**src/rtl/ptrk_pkg.sv**
```systemverilog
package ptrk_pkg;
   // response kinds
   localparam logic [1:0] RSP_DATA  = 2'd0;
   localparam logic [1:0] RSP_ACK   = 2'd1;
   localparam logic [1:0] RSP_WBACK = 2'd2;

   // event codes
   localparam logic [2:0] EV_DATA_PART   = 3'd0;
   localparam logic [2:0] EV_DATA_DONE   = 3'd1;
   localparam logic [2:0] EV_PEER_SHARED = 3'd2;
   localparam logic [2:0] EV_ACK_PART    = 3'd3;
   localparam logic [2:0] EV_ACK_DONE    = 3'd4;
   localparam logic [2:0] EV_WB_DONE     = 3'd5;
   localparam logic [2:0] EV_IGNORED     = 3'd6;

   // transient states; read-wait family occupies codes 0..3
   localparam int STATE_W = 4;
   localparam logic [3:0] ST_RD_WAIT    = 4'd0;
   localparam logic [3:0] ST_RD_INV     = 4'd1;
   localparam logic [3:0] ST_PF_RD      = 4'd2;
   localparam logic [3:0] ST_PF_RD_INV  = 4'd3;
   localparam logic [3:0] ST_WR_WAIT    = 4'd4;
   localparam logic [3:0] ST_UPG_WAIT   = 4'd5;
   localparam logic [3:0] ST_WB_WAIT    = 4'd6;
   localparam logic [3:0] ST_PF_WR      = 4'd7;
   localparam logic [3:0] ST_PF_UPG     = 4'd8;

   function automatic logic is_read_wait(input logic [STATE_W-1:0] s);
      return (s == ST_RD_WAIT) || (s == ST_RD_INV) ||
             (s == ST_PF_RD) || (s == ST_PF_RD_INV);
   endfunction
endpackage

```
**src/rtl/ptrk_entry.sv**
```systemverilog
module ptrk_entry #(
   parameter int ADDR_W  = 32,
   parameter int DATA_W  = 64,
   parameter int CNT_W   = 6,
   parameter int STATE_W = 4
) (
   input  logic                     clk,
   input  logic                     rst_n,
   input  logic                     load,
   input  logic [ADDR_W-1:0]        ld_addr,
   input  logic [STATE_W-1:0]       ld_state,
   input  logic [DATA_W-1:0]        ld_data,
   input  logic                     ld_dirty,
   input  logic                     upd,
   input  logic signed [CNT_W-1:0]  upd_cnt,
   input  logic                     clr,
   output logic                     valid,
   output logic [ADDR_W-1:0]        addr,
   output logic [STATE_W-1:0]       state,
   output logic [DATA_W-1:0]        data,
   output logic                     dirty,
   output logic signed [CNT_W-1:0]  cnt
);
   always_ff @(posedge clk) begin
      if (!rst_n) begin
         valid <= 1'b0;
         addr  <= '0;
         state <= '0;
         data  <= '0;
         dirty <= 1'b0;
         cnt   <= '0;
      end else if (load) begin
         valid <= 1'b1;
         addr  <= ld_addr;
         state <= ld_state;
         data  <= ld_data;
         dirty <= ld_dirty;
         cnt   <= '0;
      end else if (clr) begin
         valid <= 1'b0;
         cnt   <= '0;
      end else if (upd) begin
         cnt   <= upd_cnt;
      end
   end
endmodule

```
**src/rtl/ptrk_classify.sv**
```systemverilog
module ptrk_classify
   import ptrk_pkg::*;
#(
   parameter int CNT_W = 6
) (
   input  logic                     hit,
   input  logic [STATE_W-1:0]       state,
   input  logic signed [CNT_W-1:0]  cnt,
   input  logic [1:0]               kind,
   input  logic                     from_peer,
   input  logic signed [CNT_W-1:0]  ack_cnt,
   output logic [2:0]               evt,
   output logic                     retire,
   output logic                     upd,
   output logic signed [CNT_W-1:0]  left
);
   logic signed [CNT_W-1:0] diff;

   always_comb begin
      diff   = cnt - ack_cnt;
      evt    = EV_IGNORED;
      retire = 1'b0;
      upd    = 1'b0;
      left   = '0;
      if (hit) begin
         case (kind)
            RSP_DATA: begin
               if (from_peer && is_read_wait(state)) begin
                  evt    = EV_PEER_SHARED;
                  retire = 1'b1;
               end else if (diff == '0) begin
                  evt    = EV_DATA_DONE;
                  retire = 1'b1;
               end else begin
                  evt  = EV_DATA_PART;
                  upd  = 1'b1;
                  left = diff;
               end
            end
            RSP_ACK: begin
               if (diff == '0) begin
                  evt    = EV_ACK_DONE;
                  retire = 1'b1;
               end else begin
                  evt  = EV_ACK_PART;
                  upd  = 1'b1;
                  left = diff;
               end
            end
            RSP_WBACK: begin
               evt    = EV_WB_DONE;
               retire = 1'b1;
            end
            default: begin
               evt = EV_IGNORED;
            end
         endcase
      end
   end
endmodule

```
**src/rtl/ptrk_first_free.sv**
```systemverilog
module ptrk_first_free #(
   parameter int N = 4
) (
   input  logic [N-1:0] busy,
   output logic [N-1:0] grant,
   output logic         any_free
);
   always_comb begin
      grant = '0;
      for (int i = 0; i < N; i++) begin
         if (!busy[i] && (grant == '0)) grant[i] = 1'b1;
      end
      any_free = (grant != '0);
   end
endmodule

```
**src/rtl/pend_ack_tracker.sv**
```systemverilog
module pend_ack_tracker
   import ptrk_pkg::*;
#(
   parameter int ADDR_W    = 32,
   parameter int DATA_W    = 64,
   parameter int ENTRIES   = 4,
   parameter int CNT_W     = 6,
   parameter bit REG_EVENT = 1'b1
) (
   input  logic                     clk,
   input  logic                     rst_n,
   input  logic                     alloc_valid,
   input  logic [ADDR_W-1:0]        alloc_addr,
   input  logic [3:0]               alloc_state,
   input  logic [DATA_W-1:0]        alloc_data,
   input  logic                     alloc_dirty,
   output logic                     alloc_full,
   input  logic                     resp_valid,
   input  logic [ADDR_W-1:0]        resp_addr,
   input  logic [1:0]               resp_type,
   input  logic                     resp_from_peer,
   input  logic signed [CNT_W-1:0]  resp_ack_cnt,
   output logic                     evt_valid,
   output logic [2:0]               evt_code,
   output logic signed [CNT_W-1:0]  evt_left,
   output logic [DATA_W-1:0]        evt_data,
   output logic                     evt_dirty
);
   localparam int IDX_W = (ENTRIES > 1) ? $clog2(ENTRIES) : 1;

   if (ENTRIES < 2) begin : g_bad_entries
      $error("pend_ack_tracker: ENTRIES must be at least 2");
   end
   if (CNT_W < 2) begin : g_bad_cnt
      $error("pend_ack_tracker: CNT_W must be at least 2");
   end
   if (ADDR_W < 1 || DATA_W < 1) begin : g_bad_width
      $error("pend_ack_tracker: ADDR_W and DATA_W must be positive");
   end

   logic [ENTRIES-1:0]      ent_valid;
   logic [ADDR_W-1:0]       ent_addr  [ENTRIES];
   logic [STATE_W-1:0]      ent_state [ENTRIES];
   logic [DATA_W-1:0]       ent_data  [ENTRIES];
   logic [ENTRIES-1:0]      ent_dirty;
   logic signed [CNT_W-1:0] ent_cnt   [ENTRIES];

   logic [ENTRIES-1:0] match;
   logic [ENTRIES-1:0] sel_oh;
   logic [ENTRIES-1:0] grant;
   logic               any_free;
   logic               alloc_take;

   logic                    hit;
   logic [IDX_W-1:0]        sel_idx;
   logic [STATE_W-1:0]      sel_state;
   logic signed [CNT_W-1:0] sel_cnt;
   logic [DATA_W-1:0]       sel_data;
   logic                    sel_dirty;

   logic [2:0]              cls_evt;
   logic                    cls_retire;
   logic                    cls_upd;
   logic signed [CNT_W-1:0] cls_left;

   // allocation slot
   ptrk_first_free #(.N(ENTRIES)) u_free (
      .busy     (ent_valid),
      .grant    (grant),
      .any_free (any_free)
   );

   assign alloc_full = ~any_free;
   assign alloc_take = alloc_valid & any_free;

   // address lookup
   for (genvar i = 0; i < ENTRIES; i++) begin : g_match
      assign match[i] = ent_valid[i] && (ent_addr[i] == resp_addr);
   end

   always_comb begin
      hit     = 1'b0;
      sel_idx = '0;
      sel_oh  = '0;
      for (int i = 0; i < ENTRIES; i++) begin
         if (match[i] && !hit) begin
            hit       = 1'b1;
            sel_idx   = IDX_W'(i);
            sel_oh[i] = 1'b1;
         end
      end
   end

   assign sel_state = ent_state[sel_idx];
   assign sel_cnt   = ent_cnt[sel_idx];
   assign sel_data  = ent_data[sel_idx];
   assign sel_dirty = ent_dirty[sel_idx];

   ptrk_classify #(.CNT_W(CNT_W)) u_cls (
      .hit       (hit),
      .state     (sel_state),
      .cnt       (sel_cnt),
      .kind      (resp_type),
      .from_peer (resp_from_peer),
      .ack_cnt   (resp_ack_cnt),
      .evt       (cls_evt),
      .retire    (cls_retire),
      .upd       (cls_upd),
      .left      (cls_left)
   );

   // entry storage
   for (genvar i = 0; i < ENTRIES; i++) begin : g_ent
      ptrk_entry #(
         .ADDR_W (ADDR_W),
         .DATA_W (DATA_W),
         .CNT_W  (CNT_W),
         .STATE_W(STATE_W)
      ) u_ent (
         .clk      (clk),
         .rst_n    (rst_n),
         .load     (alloc_take & grant[i]),
         .ld_addr  (alloc_addr),
         .ld_state (alloc_state),
         .ld_data  (alloc_data),
         .ld_dirty (alloc_dirty),
         .upd      (resp_valid & sel_oh[i] & cls_upd),
         .upd_cnt  (cls_left),
         .clr      (resp_valid & sel_oh[i] & cls_retire),
         .valid    (ent_valid[i]),
         .addr     (ent_addr[i]),
         .state    (ent_state[i]),
         .data     (ent_data[i]),
         .dirty    (ent_dirty[i]),
         .cnt      (ent_cnt[i])
      );
   end

   // event output stage: registered or pass-through
   if (REG_EVENT) begin : g_evt_reg
      always_ff @(posedge clk) begin
         if (!rst_n) begin
            evt_valid <= 1'b0;
            evt_code  <= EV_IGNORED;
            evt_left  <= '0;
            evt_data  <= '0;
            evt_dirty <= 1'b0;
         end else begin
            evt_valid <= resp_valid;
            evt_code  <= cls_evt;
            evt_left  <= cls_left;
            evt_data  <= hit ? sel_data : '0;
            evt_dirty <= hit & sel_dirty;
         end
      end
   end else begin : g_evt_comb
      assign evt_valid = resp_valid;
      assign evt_code  = cls_evt;
      assign evt_left  = cls_left;
      assign evt_data  = hit ? sel_data : '0;
      assign evt_dirty = hit & sel_dirty;
   end
endmodule

```
**config.mk**
```make
export PLATFORM = sky130hd
export DESIGN_NAME = pend_ack_tracker
export DESIGN_NICKNAME = d
export VERILOG_FILES = /design/src/rtl/ptrk_pkg.sv /design/src/rtl/ptrk_entry.sv /design/src/rtl/ptrk_classify.sv /design/src/rtl/ptrk_first_free.sv /design/src/rtl/pend_ack_tracker.sv
export SDC_FILE = /design/constraint.sdc
export NUM_CORES = 1
export LEC_CHECK = 0
export BUFFER_PORTS_ARGS = -buffer_cell sky130_fd_sc_hd__buf_2
export CORE_MARGIN = 2
export CORE_UTILIZATION = 44
export DETAILED_ROUTE_END_ITERATION = 10
export SLEW_MARGIN = 30
export SYNTH_ARGS = -nofsm -noshare
export SYNTH_HDL_FRONTEND = slang
export SYNTH_SLANG_ARGS = --single-unit
export TNS_END_PERCENT = 10
```
**constraint.sdc**
```tcl
create_clock -name clk -period 13.95 [get_ports clk]
set_input_delay 1.395 -clock clk [delete_from_list [all_inputs] [get_ports clk]]
set_output_delay 1.395 -clock clk [all_outputs]
set_load 0.005 [all_outputs]
```
# Word-level counts from Yosys, hierarchy flattened
# Cells that the tools add are included.
# classes
muxes	49
eq_ne	9
order_cmp	2
reduce_logical	35
n_bitwise	21
addsub	1
# op_table
operator	count
$bmux W64 S2	1
$eq A32 B32 Y1	4
$mux W64	2
$mux W6	5
$mux W1	28
$and A1 B1 Y1	18
$bmux W6 S2	1
$pmux W6 S2	1
$reduce_or A3 Y1	4
$logic_and A1 B1 Y1	11
$pmux W3 S3	1
$bmux W4 S2	1
$eq A4 B2 Y1 const B	2
$mux W4	2
$reduce_bool A2 Y1	4
$logic_not A1 Y1	6
$logic_not A6 Y1	1
$mux W3	2
$sub A6 B6 Y6	1
$eq A4 B1 Y1 const B	1
$logic_not A2 Y1	2
$logic_not A4 Y1	1
$mux W2	2
$reduce_bool A4 Y1	1
other kinds (12)	15
# word_totals
output_inout_bits	76
elab_cells	146
inputBits	146
reg_bits	507

# Longest topological paths before layout
# depth
depth_word	27
ltp_mapped	24

# Modules after synthesis
# A second synthesis with hierarchy kept.
# unflattened
hier_cells	2172
area_unflattened_um2	22774.3
# by_module_without_submodules
mod	seq_area_each_um2	cells_per_inst	area_each_um2	instances
ptrk_entry	2162.1	350	4103.9	4
pend_ack_tracker	1501.4	706	5921.9	1
ptrk_classify	0.0	61	400.4	1
ptrk_first_free	0.0	5	36.3	1

# Worst setup path before layout
# No wires, ideal clock.
# synth_path
path_type	input-to-reg
from	input resp_addr[18]
to	register g_ent[0].u_ent.cnt[0]
path_stages	22
n_path_buf	4
setup_time_ns	0.124
slack_ns	7.904
arrival_time_ns	5.922
cell_sequence	buf_2 -> xor2_1 -> nor4_1 -> nand4_1 -> or4_4 -> nor3b_2 -> or2_2 -> clkbuf_1 -> buf_2 -> buf_2 -> o21ai_0 -> inv_1 -> fa_1 -> o21ai_0 -> a21oi_1 -> xnor2_1 -> or3_1 -> inv_1 -> nand4_1 -> nand4b_1 -> mux2i_1 -> nor2_1
# synth_via
elab_chain_len	26
elab_cells_between_ends	54
classes_between	1 x add/sub; 7 x eq/ne; 25 x mux; 4 x bitwise; 17 x reduce/logical
# synth_lines
element	line_no	rtl
from (decl)	pend_ack_tracker.sv:19	input logic [ADDR_W-1:0] resp_addr,
parallel branches: the longest is 26 deep, another holds $eq A32 B32 Y1	n/a	
to (signal assigned)	ptrk_entry.sv:43	cnt <= upd_cnt;
to (decl)	ptrk_entry.sv:22	output logic signed [CNT_W-1:0] cnt
# Parallel ways; which one is timed is not known. The select of a mux whose other input is x is not followed.
# A chain may end at the register's enable or synchronous reset.

# Worst setup path after layout
# layout_path
from	input resp_addr[15]
to	register g_ent[0].u_ent.cnt[1]
# Same word-level chain as after synthesis.

==> results.tsv <==
stage	metric	value	unit
status	outcome	finished clean	
setup_path	Setup crit end kind	flop	
timing	minimum clock period	6.92	ns
synth	Synth Area per Inst	8.41	µm²
floorplan	FP Rows	81	
floorplan	initial core utilization	0.446	
clock_network	Root Buffer	clkbuf_16	
setup_path	Worst Setup Start Kind	primary input	
global_routing	total congestion overflow	0	
setup_path	CP required	14.43	ns
cells_and_area	Final Non-Filler Cells	3382	
detailed_routing	Max Used Layer	met5	
clock_network	CTS resizes	0	
cells_and_area	Final nets	2827	
clock_network	Clock Pin Slew Worst Setup and Hold Paths	0.06	ns
clock_network	H-tree depth reported by CTS	2	
floorplan	core footprint	48800	µm²
global_routing	largest net degree at the start of global routing	111	
detailed_routing	ANT nets after route	0	
placement	placed cell count	3283	
clock_network	Num CTS Buffers	54	
clock_network	CTS tree	done	
clock_network	clk_lat worst skew	0.60	ns
synth	Top FF cell, synth	dfxtp_1	
setup_path	critical setup path kind	primary input to flop	
timing	setup TNS	0	ns
clock_network	Post-CTS Setup Inserts	0	
detailed_routing	WL met2	31000	µm
synth	XOR/XNOR share of the synthesized area	0.0523	
timing	highest clock rate	0.144	GHz
synth	Adder-Cell Fraction of Synth Area	0.00379	
placement	IO Port Bufs	219	
pwr	peak supply drop	0.0889	mV
timing	final-report hold violation count	0	
global_routing	Overall Global Routing Usage	0.251	
timing	RSZ-0062 raised after global routing	false	
synth	Yosys top cell area share	0.459	
synth	post-synthesis compound-gate area fraction	0.203	
floorplan	Chip Width	226	µm
detailed_routing	WL final	65300	µm
global_routing	vias in the first global route	17600	
detailed_routing	Wirelength per Cell	19.3	µm
synth	Distinct cells, synth	59	
detailed_routing	# DRC	0	
detailed_routing	Post-Route M1 WL	28400	µm
synth	Seq/Total Area, Yosys	0.459	
floorplan	die height	226	µm
synth	simple-gate portion of the synthesized area	0.200	
timing	Final Max Slew Viols	0	
placement	Placer Congestion	0.899	
global_routing	antenna violations before repair	13	
synth	largest family of logic cells by synthesized area	compound AO/OA/AOI/OAI gates	
pwr	total power	3120	µW
synth	share of flip-flops with an asynchronous set or reset	0	
detailed_routing	DRT Pass-1 Iters	5	
setup_path	Crit Path Max Fanout	38	
cells_and_area	fraction of layout cells with a size suffix above 1	0.129	
timing	skew final	0.0192	ns
synth	EDFF count, synth	0	
detailed_routing	post-DR vias/cell	5.38	
pwr	Power Density	125	nW/µm²
timing	worst hold margin	0.455	ns
timing	Slew @ Worst Pin	0.967	ns
setup_path	arrival time at the worst endpoint	7.40	ns
placement	post-detail-place hpwl	39900	µm
timing	final setup vio count	0	
pwr	Static Leak	0.00875	µW
synth	Synth area leaders	dfxtp_1, nand2_1, a21boi_0, mux2i_1, xnor2_1	
cells_and_area	commonest non-fill, non-tap cells in the layout	nand2_1, dfxtp_1, a21boi_0	
clock_network	Max Buffers Root-to-Sink	3	
synth	Yosys reg bits	499	
cells_and_area	most common cell after layout, fill and taps aside	nand2_1	
clock_network	Clock Sinks	499	
hold_path	HP Class	flop to flop	
job	max cap viols	0	
clock_network	# hold bufs at CTS	0	
timing	post-route clock period utilization	0.496	
detailed_routing	Initial DRC Count	1104	
cells_and_area	area grow syn2layout	14.3	%
synth	Synth Net Count	2740	
timing	max_slew headroom	0.355	
floorplan	Die ar.	51300	µm²
synth	Cells after Synth	2588	
synth	YS warnings	0	
synth	Netlist Area Pre-Place	21800	µm²
floorplan	I/O pins	222	
detailed_routing	Vias	18200	
detailed_routing	met3 WL	3740	µm
global_routing	global-route wire length before repair	99800	µm
synth	top cell type by total area after synthesis	dfxtp_1	
synth	multiplexer share of the synthesized area	0.0417	
cell usage after synthesis, types with 5 or more instances:
cell type and instances:
inv_1 18, buf_1 10, nand4_1 43, nand2_1 815
nor2_1 101, xor2_1 33, nor2b_1 5, nand3_1 14
buf_2 13, nor4_1 15, o21ai_0 13, nand2b_1 10
dfxtp_1 499, a21oi_1 11, clkbuf_1 184, a21boi_0 399
mux2i_1 88, xnor2_1 97, or3_1 9, nor3_1 13
a211oi_1 66, ha_1 5, o22a_1 65
metal layers:
metal | vias to the layer above | track usage
li1 | 8840 | -
met1 | 8718 | 0.320
met2 | 499 | 0.423
met3 | 128 | 0.0421
met4 | 18 | 0.0970
met5 | - | 0
layout make-up:
| class | instances | area (µm²) |
|---|---|---|
| Fill cell | 4706 | 24000 |
| Timing Repair Buffer | 240 | 1280 |
| Clock inverter | 16 | 141 |
| Clock buffer | 79 | 1610 |
| Inverter | 18 | 67.6 |
| Antenna cell | 4 | 10.0 |
| Sequential cell | 499 | 9990 |
| Multi-Input combinational cell | 1862 | 11000 |
| Tap cell | 664 | 831 |
metrics by stage:
| step | utilization | worst slack, ns | instance area (µm²) |
|---|---|---|---|
| 6_report | 0.510 | 7.03 | 24900 |
| 5_1_grt | 0.510 | 6.53 | 24900 |
| 3_3_place_gp | 0.473 | 6.54 | 23100 |
| 2_1_floorplan | - | 7.90 | 21800 |
| 3_5_place_dp | 0.473 | 6.50 | 23100 |
| 4_1_cts | 0.509 | 7.13 | 24900 |
flip-flops by register name, indices dropped and copies added, names as in the netlist:
register / cells
g_ent.u_ent.valid: 4
g_ent.u_ent.cnt: 24
g_ent.u_ent.addr: 128
g_ent.u_ent.dirty: 4
g_ent.u_ent.state: 8
g_ent.u_ent.data: 256
evt_valid: 1
evt_data: 64
evt_dirty: 1
evt_left: 6
evt_code: 3
final timing paths:
| path | start | end | slack [ns] | cells past startpoint |
|---|---|---|---|---|
| setup / recovery | resp_addr[15] | g_ent[0].u_ent.cnt[1]$_SDFFE_PP0P_ | 7.03 | 20 |
| hold / removal | g_ent[2].u_ent.cnt[3]$_SDFFE_PP0P_ | g_ent[2].u_ent.cnt[3]$_SDFFE_PP0P_ | 0.46 | 2 |
| setup reg to reg | g_ent[0].u_ent.addr[15]$_SDFFE_PN0P_ | g_ent[0].u_ent.cnt[1]$_SDFFE_PP0P_ | 7.64 | 19 |
| hold reg to reg | g_ent[2].u_ent.cnt[3]$_SDFFE_PP0P_ | g_ent[2].u_ent.cnt[3]$_SDFFE_PP0P_ | 0.46 | 2 |
logic make-up after synthesis:
group,count (synthesis)
buffers and inverters,227
adders and majority gates,6
muxes,90
and+or+nand+nor,1057
xor gates and xnor gates,130
DFF,499
AOI/OAI and AO/OA,579
critical path, stage by stage:
cell and delay, ns:
buf_2 0.14, xnor2_1 0.37, nand4_1 0.21, nor4_1 0.60, nand4_1 0.40, nand2_1 0.28, nor3b_2 0.15, or2_4 0.55
o21ai_0 0.48, inv_1 0.11, fa_1 0.44, o21ai_0 0.20, a21oi_1 0.10, xnor2_1 0.52, or3_1 0.27, inv_1 0.07
o211ai_1 0.22, nand4b_1 0.52, mux2i_1 0.29, nor2_1 0.06
power by group:
part           leakage (µW)  internal, µW  total, µW  switching [µW]
registers           0.00404          1460       1480            18.4
logic               0.00385          85.3        229             143
clock network      0.000863           829       1410             586
Power figures use the tool's default switching activity.
